===== config.mk =====
export PLATFORM = sky130hd
export DESIGN_NAME = dac_front_end
export DESIGN_NICKNAME = d
export VERILOG_FILES = /design/src/rtl/dac_fe_pkg.sv /design/src/rtl/dac_fe_rst_sync.sv /design/src/rtl/dac_fe_ctrl.sv /design/src/rtl/dac_fe_scale.sv /design/src/rtl/dac_front_end.sv
export SDC_FILE = /design/constraint.sdc
export NUM_CORES = 1
export LEC_CHECK = 0
export BUFFER_PORTS_ARGS = -buffer_cell sky130_fd_sc_hd__buf_2
export CAP_MARGIN = 20
export CORE_AREA = 8 8 60 87
export DETAILED_ROUTE_END_ITERATION = 6
export DIE_AREA = 0 0 68 95
export HOLD_SLACK_MARGIN = 0.03
export PLACE_DENSITY = 0.76
export RECOVER_POWER = 100
export SYNTH_ARGS = -nofsm -noshare
export SYNTH_HDL_FRONTEND = slang
export SYNTH_SLANG_ARGS = --single-unit

===== constraint.sdc =====
create_clock -name clk -period 3.6 [get_ports clk]
set_clock_uncertainty 0.15 [all_clocks]
set_input_delay 0.54 -clock clk [delete_from_list [all_inputs] [get_ports clk]]
set_output_delay 0.54 -clock clk [all_outputs]
set_load 0.005 [all_outputs]

===== src/rtl/dac_fe_pkg.sv =====
package dac_fe_pkg;
    typedef enum logic [2:0] {
        ST_RESET,
        ST_HOLD,
        ST_WRITE,
        ST_LOAD,
        ST_FLOW
    } fe_mode_e;
endpackage


===== src/rtl/dac_fe_rst_sync.sv =====
module dac_fe_rst_sync #(
    parameter int STAGES = 2
) (
    input  logic clk,
    input  logic rst_n,
    output logic rst_s
);
    logic [STAGES-1:0] chain_q;

    always_ff @(posedge clk or negedge rst_n) begin
        if (!rst_n) begin
            chain_q <= '0;
        end else begin
            chain_q <= {chain_q[STAGES-2:0], 1'b1};
        end
    end

    assign rst_s = chain_q[STAGES-1];

    // the synchronised release follows the raw release by two edges
    p_release_lag_r2: assert property (@(posedge clk) disable iff (!rst_n)
        $rose(rst_s) |-> $past(rst_n, 2));
endmodule


===== src/rtl/dac_fe_ctrl.sv =====
module dac_fe_ctrl
    import dac_fe_pkg::*;
#(
    parameter int CODE_W = 8
) (
    input  logic              clk,
    input  logic              rst_s,
    input  logic              cs_n,
    input  logic              wr_n,
    input  logic              ld_n,
    input  logic [CODE_W-1:0] din,
    output logic [CODE_W-1:0] code
);
    fe_mode_e          state_q, state_nxt;
    logic              wr_en;
    logic [CODE_W-1:0] stage_q, conv_q;

    assign wr_en = !cs_n && !wr_n;

    always_comb begin
        unique case ({wr_en, !ld_n})
            2'b00:   state_nxt = ST_HOLD;
            2'b10:   state_nxt = ST_WRITE;
            2'b01:   state_nxt = ST_LOAD;
            default: state_nxt = ST_FLOW;
        endcase
    end

    always_ff @(posedge clk or negedge rst_s) begin
        if (!rst_s) begin
            state_q <= ST_RESET;
        end else begin
            state_q <= state_nxt;
        end
    end

    always_ff @(posedge clk or negedge rst_s) begin
        if (!rst_s) begin
            stage_q <= '0;
            conv_q  <= '0;
        end else begin
            unique case (state_nxt)
                ST_WRITE: stage_q <= din;
                ST_LOAD:  conv_q  <= stage_q;
                ST_FLOW: begin
                    stage_q <= din;
                    conv_q  <= din;
                end
                default: ;
            endcase
        end
    end

    assign code = conv_q;

    p_hold_r3: assert property (@(posedge clk) disable iff (!rst_s)
        ld_n |=> $stable(conv_q));
    p_load_r4: assert property (@(posedge clk) disable iff (!rst_s)
        (!ld_n && (cs_n || wr_n)) |=> conv_q == $past(stage_q));
    p_flow_r5: assert property (@(posedge clk) disable iff (!rst_s)
        (state_q == ST_FLOW) |-> conv_q == $past(din));
    p_blocked_r6: assert property (@(posedge clk) disable iff (!rst_s)
        (cs_n && !wr_n) |=> $stable(stage_q));
    p_latched_r7: assert property (@(posedge clk) disable iff (!rst_s)
        (cs_n || wr_n) |=> $stable(stage_q));
endmodule


===== src/rtl/dac_fe_scale.sv =====
module dac_fe_scale #(
    parameter int CODE_W  = 8,
    parameter int VREF_MV = 5000,
    parameter int LVL_W   = $clog2(VREF_MV + 1)
) (
    input  logic [CODE_W-1:0] code,
    output logic [LVL_W-1:0]  level
);
    localparam int PROD_W = CODE_W + LVL_W;
    logic [PROD_W-1:0] prod;

    assign prod  = PROD_W'(code) * PROD_W'(VREF_MV);
    assign level = prod[CODE_W +: LVL_W];

    // estimate never reaches the reference
    always_comb begin
        assert (32'(level) < VREF_MV);
    end
endmodule


===== src/rtl/dac_front_end.sv =====
module dac_front_end #(
    parameter int CODE_W  = 8,
    parameter int VREF_MV = 5000,
    parameter int LVL_W   = $clog2(VREF_MV + 1)
) (
    input  logic              clk,
    input  logic              rst_n,
    input  logic              cs_n,
    input  logic              wr_n,
    input  logic              ld_n,
    input  logic [CODE_W-1:0] din,
    output logic [CODE_W-1:0] code,
    output logic [LVL_W-1:0]  level
);
    logic rst_s;

    dac_fe_rst_sync #(.STAGES(2)) u_sync (
        .clk   (clk),
        .rst_n (rst_n),
        .rst_s (rst_s)
    );

    dac_fe_ctrl #(.CODE_W(CODE_W)) u_ctrl (
        .clk   (clk),
        .rst_s (rst_s),
        .cs_n  (cs_n),
        .wr_n  (wr_n),
        .ld_n  (ld_n),
        .din   (din),
        .code  (code)
    );

    dac_fe_scale #(.CODE_W(CODE_W), .VREF_MV(VREF_MV), .LVL_W(LVL_W)) u_scale (
        .code  (code),
        .level (level)
    );

    // code sampled away from the edge is zero while reset is held
    p_reset_zero_r1: assert property (@(negedge clk)
        !rst_n |-> code == '0);
endmodule


## Yosys cells after proc, flatten, opt, wreduce, memory -nomap -nowiden

Cells that the tools add are included.

- Order comparisons: 0
- Bitwise logic cells: 0
- Multiply operators: 1
- Reduce and logical (&&, ||, !) cells: 7
- Equality and inequality tests: 5
- Add/sub/neg operators: 0
- Multiplexer cells: 2
- Shifts and indexed selects: 0
- Div/mod/pow operators: 0

Operators with widths:

| kind | count |
|---|---|
| multiplier 8 x 10 -> 18 bit (second input constant) | 1 |
| one-hot mux 8 bit (2 select lines) | 1 |
| one-hot mux 3 bit (3 select lines) | 1 |
| == test 3 x 2 -> 1 bit (second input constant) | 2 |
| == test 3 bit (second input constant) | 1 |
| zero test 1 bit | 3 |
| == test 2 x 1 -> 1 bit (second input constant) | 1 |
| == test 2 bit (second input constant) | 1 |
| zero test 2 bit | 1 |
| nonzero test 2 bit | 1 |
| OR reduction 2 bit | 1 |
| logical AND 1 bit | 1 |

- Memory bits (read-only): 0
- Word-level logic and storage cells: 18
- RAM bits: 0
- Memories kept: 0
- Register bits: 18
- Bits in latches: 0
- Bits of input ports: 13

## Longest topological paths before layout

Gate-level depths: netlist of run 1.

- Depth after elaboration: 6
- Depth in mapped cells: 12
- Depth with buffers taken out: 11

## Modules after synthesis

A second synthesis of run 1 with hierarchy kept.

- Cells, all modules: 180
- Area total of the unflattened synthesis: 1903.1 sq um

By module, submodules not included:

| module | times used | cells each | area an instance (sq um) |
|---|---|---|---|
| dac_fe_scale | 1 | 117 | 1102.3 |
| dac_fe_ctrl | 1 | 60 | 747.0 |
| dac_fe_rst_sync | 1 | 3 | 53.8 |

## Least setup slack after synthesis of run 1

No wires, ideal clock.

- Path kind: register to output
- From: register u_ctrl.conv_q[5], in the netlist u_ctrl.code[5]
- To: output level[10]
- Setup slack: -409 ps
- Data required time: 2910 ps
- Buffers on the path: 0
- Data arrival time: 3319 ps
- Cell stages (with the launch flop): 12
- Path through: dfrtp_1 > fa_1 > fa_1 > ha_1 > inv_1 > fa_1 > inv_1 > ha_1 > nand2_1 > a21boi_2 > a2111oi_2 > nand4b_1

- Longest elaborated chain between the ends: 1

Ends and longest elaborated chain:

| item | line | text |
|---|---|---|
| from (decl) | dac_fe_ctrl.sv:16 | `logic [CODE_W-1:0] stage_q, conv_q;` |
| from (signal assigned) | dac_fe_ctrl.sv:44 | `ST_LOAD: conv_q <= stage_q;` |
| from (signal assigned) | dac_fe_ctrl.sv:47 | `conv_q <= din;` |
| multiplier 8 x 10 -> 18 bit | dac_fe_scale.sv:12 | `assign prod = PROD_W'(code) * PROD_W'(VREF_MV);` |
| to (decl) | dac_front_end.sv:13 | `output logic [LVL_W-1:0] level` |

Every way passes these cells.

## Worst setup path after layout of run 1

- From: register u_ctrl.conv_q[6], in the netlist u_ctrl.code[6]
- To: output level[10]

The elaborated chain is that of the path after synthesis.

==> PnR_summary.wiki, run 1 <==
{| class="wikitable"
! Metric !! Value
|-
| Result of the run || finished with violations
|-
| Violations in the final reports || negative setup slack
|-
| Area of the mapped netlist || 1880 um^2
|-
| Shortest period the worst path allows || 4310 ps
|-
| Largest net degree at the start of global routing || 17
|-
| Seq/Total Area, Yosys || 23.9%
|-
| Layout filler cell count || 268
|-
| Setup Crit Path Kind || flop to primary output
|-
| Met2 capacity usage during global routing || 30.8%
|-
| First element of the critical path || u_ctrl.code[6]
|-
| Endpoint of the most critical register-to-register path || u_ctrl.code[3]
|-
| Final critical-path share of the clock period || 120%
|-
| Antenna violations before repair || 0
|-
| CTS sink cnt || 18
|-
| All-Layer GR Usage || 15.7%
|-
| Max Buffers Root-to-Sink || 2
|-
| Post-route setup TNS || -5520 ps
|-
| Die Area || 6460 um^2
|-
| Number of enable flip-flop cells after synthesis || 0
|-
| CP Data Required Time || 2910 ps
|-
| Clock tree from TritonCTS || built
|-
| Row count || 28
|-
| Unique cell type count in the Yosys netlist || 40
|-
| Total count of max-transition violations in the final report || 0
|-
| Number of flip-flops and latches in the synthesized netlist || 18
|-
| Signal arrival time at the worst endpoint || 3620 ps
|-
| Port-buffer cells || 33
|-
| Unrepaired setup endpoints after global routing || yes
|-
| Post-synthesis async set-or-reset flop share || 100%
|-
| IO Pins || 34
|-
| Starting utilization of the core area || 48.0%
|-
| Core region area || 3920 um^2
|-
| Post-layout worst setup margin || -711 ps
|-
| Count of placed standard cells in the final layout, fillers left out || 298
|-
| Top_reg_cell synth || sky130_fd_sc_hd__dfrtp_1
|-
| Clock insertion delay at the later pin of the skew report || 260 ps
|-
| First-pass GRT wire length || 8000 um
|-
| Final core utilization || 69.7%
|-
| Detailed Route WL || 4920 um
|-
| FF-to-FF path depth || 6
|-
| Placed instance count || 288
|-
| Final #Nets || 317
|-
| Final estimated routing congestion in global placement || 0.809
|-
| First-pass DRT Iterations || 4
|-
| Share of final-layout standard cells stronger than drive strength 1 || 52.2%
|-
| Final Hold Violating Endpoints || 0
|-
| Average via count per standard cell || 5.30
|-
| Maximum level of the CTS H-tree || 1
|-
| Final ANT Viol Nets || 0
|-
| Transition time at the pin with the least slew margin || 725 ps
|-
| Critical path capture point type || primary output
|-
| Net Count, Synth || 240
|-
| Count of synthesis-stage warnings from yosys || 0
|-
| Worst slew slack as a fraction of its limit || 51.5%
|-
| Root buf cell || sky130_fd_sc_hd__clkbuf_8
|-
| DR WL/cell || 16.5 um
|-
| Vias post-DR || 1,580
|-
| Nature of the critical path startpoint || flop
|-
| Register clock-pin slew on the reported worst setup and hold paths || 60 ps
|-
| Peak Freq || 232 MHz
|-
| Setup slack on the worst flop-to-flop path || 2220 ps
|-
| Average cell area after synthesis || 10.6 um^2
|-
| Routing layer with the top usage in global route || met2
|-
| Post-detailed-placement half-perimeter wirelength || 3560 um
|-
| Synthesis-to-layout area growth || 45.2%
|-
| Commonest non-fill, non-tap cells in the layout || sky130_fd_sc_hd__buf_4 (34), sky130_fd_sc_hd__buf_2 (32), sky130_fd_sc_hd__ha_1 (25)
|-
| Clock buffer count from CTS || 3
|-
| Most frequent standard cell in the layout excluding fill and tap cells || sky130_fd_sc_hd__buf_4
|-
| Met3 Usage GRT || 2.14%
|-
| Max-cap violations || 0
|-
| Die Ht || 95 um
|-
| Post-route DRC violation count || 0
|-
| Endpoints failing setup || 11
|-
| Met1 Resource Use GR || 15.4%
|-
| Global-route congestion overflow total || 0
|-
| Via count of the first global-routing pass || 1,803
|-
| Worst-path fanout max || 4
|-
| Cells after Synth || 177
|-
| R2R Path Start || u_ctrl.code[3]
|-
| Die boundary width || 68 um
|-
| N_diodes || 0
|-
| Number of DRC markers in iteration 0 || 41
|-
| Path class of the lowest-slack min-delay path || flop to asynchronous set/reset pin
|}
how the worst max path moves through the flow:
stage | end | depth (start not counted)
finish | level[10] | 12
floorplan | level[10] | 11
global route | level[10] | 12
global placement | level[10] | 12
detailed placement | level[10] | 12
CTS | level[10] | 12
stage by stage:
stage          hold slack [ps]  worst slack [ps]  instance area (um^2)
2_1_floorplan             49.5              -296                  1990
3_3_place_gp               121              -393                  2460
3_5_place_dp               132              -462                  2460
4_1_cts                    124              -669                  2670
5_1_grt                    172              -797                  2740
6_report                   102              -711                  2740
worst max-delay path, stage by stage, from the launching register on:
cell and delay (ps):
sky130_fd_sc_hd__dfrtp_2 460, sky130_fd_sc_hd__fa_1 540, sky130_fd_sc_hd__fa_1 420, sky130_fd_sc_hd__ha_1 320, sky130_fd_sc_hd__inv_2 40, sky130_fd_sc_hd__fa_2 520
sky130_fd_sc_hd__inv_2 50, sky130_fd_sc_hd__ha_4 160, sky130_fd_sc_hd__a21oi_4 160, sky130_fd_sc_hd__a21boi_2 100, sky130_fd_sc_hd__a2111oi_2 340, sky130_fd_sc_hd__nand4b_1 140
sky130_fd_sc_hd__buf_2 110
synthesized netlist by cell type, types with 2 or more instances:
master                     number  share of area (%)
sky130_fd_sc_hd__nor2b_1        2               0.66
sky130_fd_sc_hd__mux2_1         6                3.6
sky130_fd_sc_hd__a31oi_1        2               0.66
sky130_fd_sc_hd__a311oi_1       2               0.93
sky130_fd_sc_hd__a21oi_1        8                2.1
sky130_fd_sc_hd__ha_1          38                 25
sky130_fd_sc_hd__nand3_1        5                1.3
sky130_fd_sc_hd__a21oi_4        2                1.7
sky130_fd_sc_hd__o21bai_1       2               0.80
sky130_fd_sc_hd__fa_1          12                 13
sky130_fd_sc_hd__a21o_1         2               0.80
sky130_fd_sc_hd__o211ai_2       2                1.3
sky130_fd_sc_hd__nor2_1         6                1.2
sky130_fd_sc_hd__xnor2_1        5                2.3
sky130_fd_sc_hd__mux2_2         7                4.2
sky130_fd_sc_hd__dfrtp_1       18                 24
sky130_fd_sc_hd__nand2_1        3               0.60
sky130_fd_sc_hd__inv_1         31                6.2
sky130_fd_sc_hd__o21ai_1        2               0.53
sky130_fd_sc_hd__nand4_1        2               0.66
area by class of cell:
type	count	area [um^2]	area share (%)
clock buffer	4	55.1	2.01
inverter	31	116	4.25
multi-input combinational	125	1550	56.7
sequential	18	457	16.7
tap	45	56.3	2.06
timing repair buffer	75	500	18.3
routing by layer:
metal  up-vias  part of all wire [%]
li1        759                     -
met1       774                    36
met2        33                    57
met3        14                   2.9
met4         0                   3.7
met5         -                     0
state kept, by name (all words and copies together), names as in the netlist:
| name | flops |
|---|---|
| u_sync.chain_q | 2 |
| u_ctrl.stage_q | 8 |
| u_ctrl.code | 8 |
logic make-up after synthesis:
family                     after synthesis  synth area share [%]
other                                    1                 0.199
xor gates and xnor gates                 6                  2.79
DFF                                     18                  23.9
and+or+nand+nor                         25                  7.17
AOI/OAI and AO/OA                       30                  12.9
muxes                                   13                  7.77
adders and majority gates               50                  38.0
buffers and inverters                   34                  7.24
timing repair:
action                                  4_1_cts  5_1_grt
gates resized for setup                      22       12
hold buffers                                  1        0
pin swaps                                    21       11
endpoints found under the setup margin       11       11
buffers inserted                              2        4
endpoints found under the hold margin         2        0
gates cloned                                  0        0
Power of run 1 is not shown: default switching activity piles up to over one toggle a cycle in this logic, so the estimate is an artifact.
==> inputs of run 2 (changes only) <==
==> constraint.sdc (replaced) <==
create_clock -name clk -period 3.6 [get_ports clk]
set_clock_uncertainty 0.15 [all_clocks]
set_input_delay 0.18 -clock clk [delete_from_list [all_inputs] [get_ports clk]]
set_output_delay 0.18 -clock clk [all_outputs]
set_load 0.005 [all_outputs]
==> run 2 against run 1 <==
Against the previous run:
- the flow still finishes with violations (negative setup slack)
- die area did not move
- non-clock buffer count fell by 12
- setup slack improved by 410 ps
- critical path type unchanged
- critical endpoint unchanged
- largest cell class unchanged
==> PnR_summary.wiki, run 2 (synthesized netlist as in run 1, its figures left out) <==
{| class="wikitable"
! Metric !! Value
|-
| Result of the run || finished with violations
|-
| Violations in the final reports || negative setup slack
|-
| IO Pins || 34
|-
| Final critical-path share of the clock period || 108%
|-
| All-Layer GR Usage || 15.2%
|-
| Commonest non-fill, non-tap cells in the layout || sky130_fd_sc_hd__ha_1 (32), sky130_fd_sc_hd__buf_2 (29), sky130_fd_sc_hd__inv_1 (25)
|-
| Starting utilization of the core area || 48.0%
|-
| Unrepaired setup endpoints after global routing || yes
|-
| Most frequent standard cell in the layout excluding fill and tap cells || sky130_fd_sc_hd__ha_1
|-
| Setup Crit Path Kind || flop to primary output
|-
| Count of placed standard cells in the final layout, fillers left out || 286
|-
| Die boundary width || 68 um
|-
| Placed instance count || 271
|-
| Detailed Route WL || 4540 um
|-
| Worst slew slack as a fraction of its limit || 50.7%
|-
| CP Data Required Time || 3270 ps
|-
| Via count of the first global-routing pass || 1,698
|-
| Port-buffer cells || 33
|-
| Antenna violations before repair || 0
|-
| Final Hold Violating Endpoints || 0
|-
| Core region area || 3920 um^2
|-
| CTS sink cnt || 18
|-
| Post-detailed-placement half-perimeter wirelength || 3380 um
|-
| Clock buffer count from CTS || 3
|-
| First-pass DRT Iterations || 4
|-
| Final #Nets || 305
|-
| Peak Freq || 256 MHz
|-
| Max-cap violations || 0
|-
| Global-route congestion overflow total || 0
|-
| DR WL/cell || 15.9 um
|-
| Transition time at the pin with the least slew margin || 737 ps
|-
| Worst-path fanout max || 6
|-
| Path class of the lowest-slack min-delay path || input pin to flop
|-
| Number of DRC markers in iteration 0 || 23
|-
| Post-route setup TNS || -1540 ps
|-
| Total count of max-transition violations in the final report || 0
|-
| Share of final-layout standard cells stronger than drive strength 1 || 41.1%
|-
| Maximum level of the CTS H-tree || 1
|-
| First-pass GRT wire length || 7720 um
|-
| Clock tree from TritonCTS || built
|-
| Nature of the critical path startpoint || flop
|-
| Clock insertion delay at the later pin of the skew report || 250 ps
|-
| Synthesis-to-layout area growth || 35.9%
|-
| Average via count per standard cell || 5.32
|-
| Post-layout worst setup margin || -305 ps
|-
| Register clock-pin slew on the reported worst setup and hold paths || 60 ps
|-
| Shortest period the worst path allows || 3910 ps
|-
| Largest net degree at the start of global routing || 17
|-
| Post-route DRC violation count || 0
|-
| Endpoints failing setup || 9
|-
| Vias post-DR || 1,522
|-
| Row count || 28
|-
| Die Area || 6460 um^2
|-
| Setup Slack @ Placement || -167 ps
|-
| Signal arrival time at the worst endpoint || 3580 ps
|-
| Root buf cell || sky130_fd_sc_hd__clkbuf_8
|-
| Final estimated routing congestion in global placement || 0.814
|-
| Critical path capture point type || primary output
|-
| Die Ht || 95 um
|-
| Final ANT Viol Nets || 0
|-
| Max Buffers Root-to-Sink || 2
|-
| N_diodes || 0
|}
run 2: path summary, 6_finish.rpt:
kind	from	endpoint	slack (ps)	depth (start not counted)
hold / removal	din[1]	u_ctrl.stage_q[1]	40	2
hold reg to reg	u_sync.chain_q[1]	u_ctrl.code[4]	100	0
min in group asynchronous	rst_n	u_sync.chain_q[0]	90	2
setup reg to reg	u_ctrl.code[7]	u_ctrl.code[7]	2340	3
max in group asynchronous	u_sync.chain_q[1]	u_ctrl.code[6]	2770	0
setup / recovery	u_ctrl.code[7]	level[10]	-310	12
run 2: stage by stage:
stage	util, %	cell area (um^2)	hold WS [ps]
global placement	57.2	2240	-184
detailed placement	57.2	2240	-183
global route	65.3	2560	46.1
CTS	63.7	2500	30.3
floorplan	-	1900	-266
finish	65.3	2560	38.7
run 2: cell type report:
class                           count  area, um^2
Clock buffer                        4        55.1
Fill cell                         324        1360
Inverter                           31         116
Multi-Input combinational cell    125        1460
Sequential cell                    18         454
Tap cell                           45        56.3
Timing Repair Buffer               63         420
run 2: routing by layer:
layer | global-route usage (%) | wire length [um]
met3 | 2.14 | 149
met2 | 29.1 | 2660
met4 | 6.17 | 82
met1 | 15.6 | 1650
met5 | 0 | 0
run 2: repair_timing:
action | in CTS | in global routing
pin swaps | 29 | 8
setup endpoints to repair | 9 | 9
hold buffers | 5 | 0
gates resized for setup | 25 | 13
setup buffers | 4 | 3
endpoints found under the hold margin | 6 | 0
run 2: worst max-delay path, cell delays in order, from the launching register on:
cell and delay [ps]:
sky130_fd_sc_hd__dfrtp_2 420, sky130_fd_sc_hd__fa_1 560, sky130_fd_sc_hd__fa_1 420, sky130_fd_sc_hd__ha_1 280
sky130_fd_sc_hd__inv_1 40, sky130_fd_sc_hd__fa_1 370, sky130_fd_sc_hd__inv_2 90, sky130_fd_sc_hd__ha_4 220
sky130_fd_sc_hd__a21oi_4 180, sky130_fd_sc_hd__o211ai_2 130, sky130_fd_sc_hd__a2111oi_2 340, sky130_fd_sc_hd__nand4b_1 150
sky130_fd_sc_hd__buf_2 120
Power of run 2 is left out for the same reason.
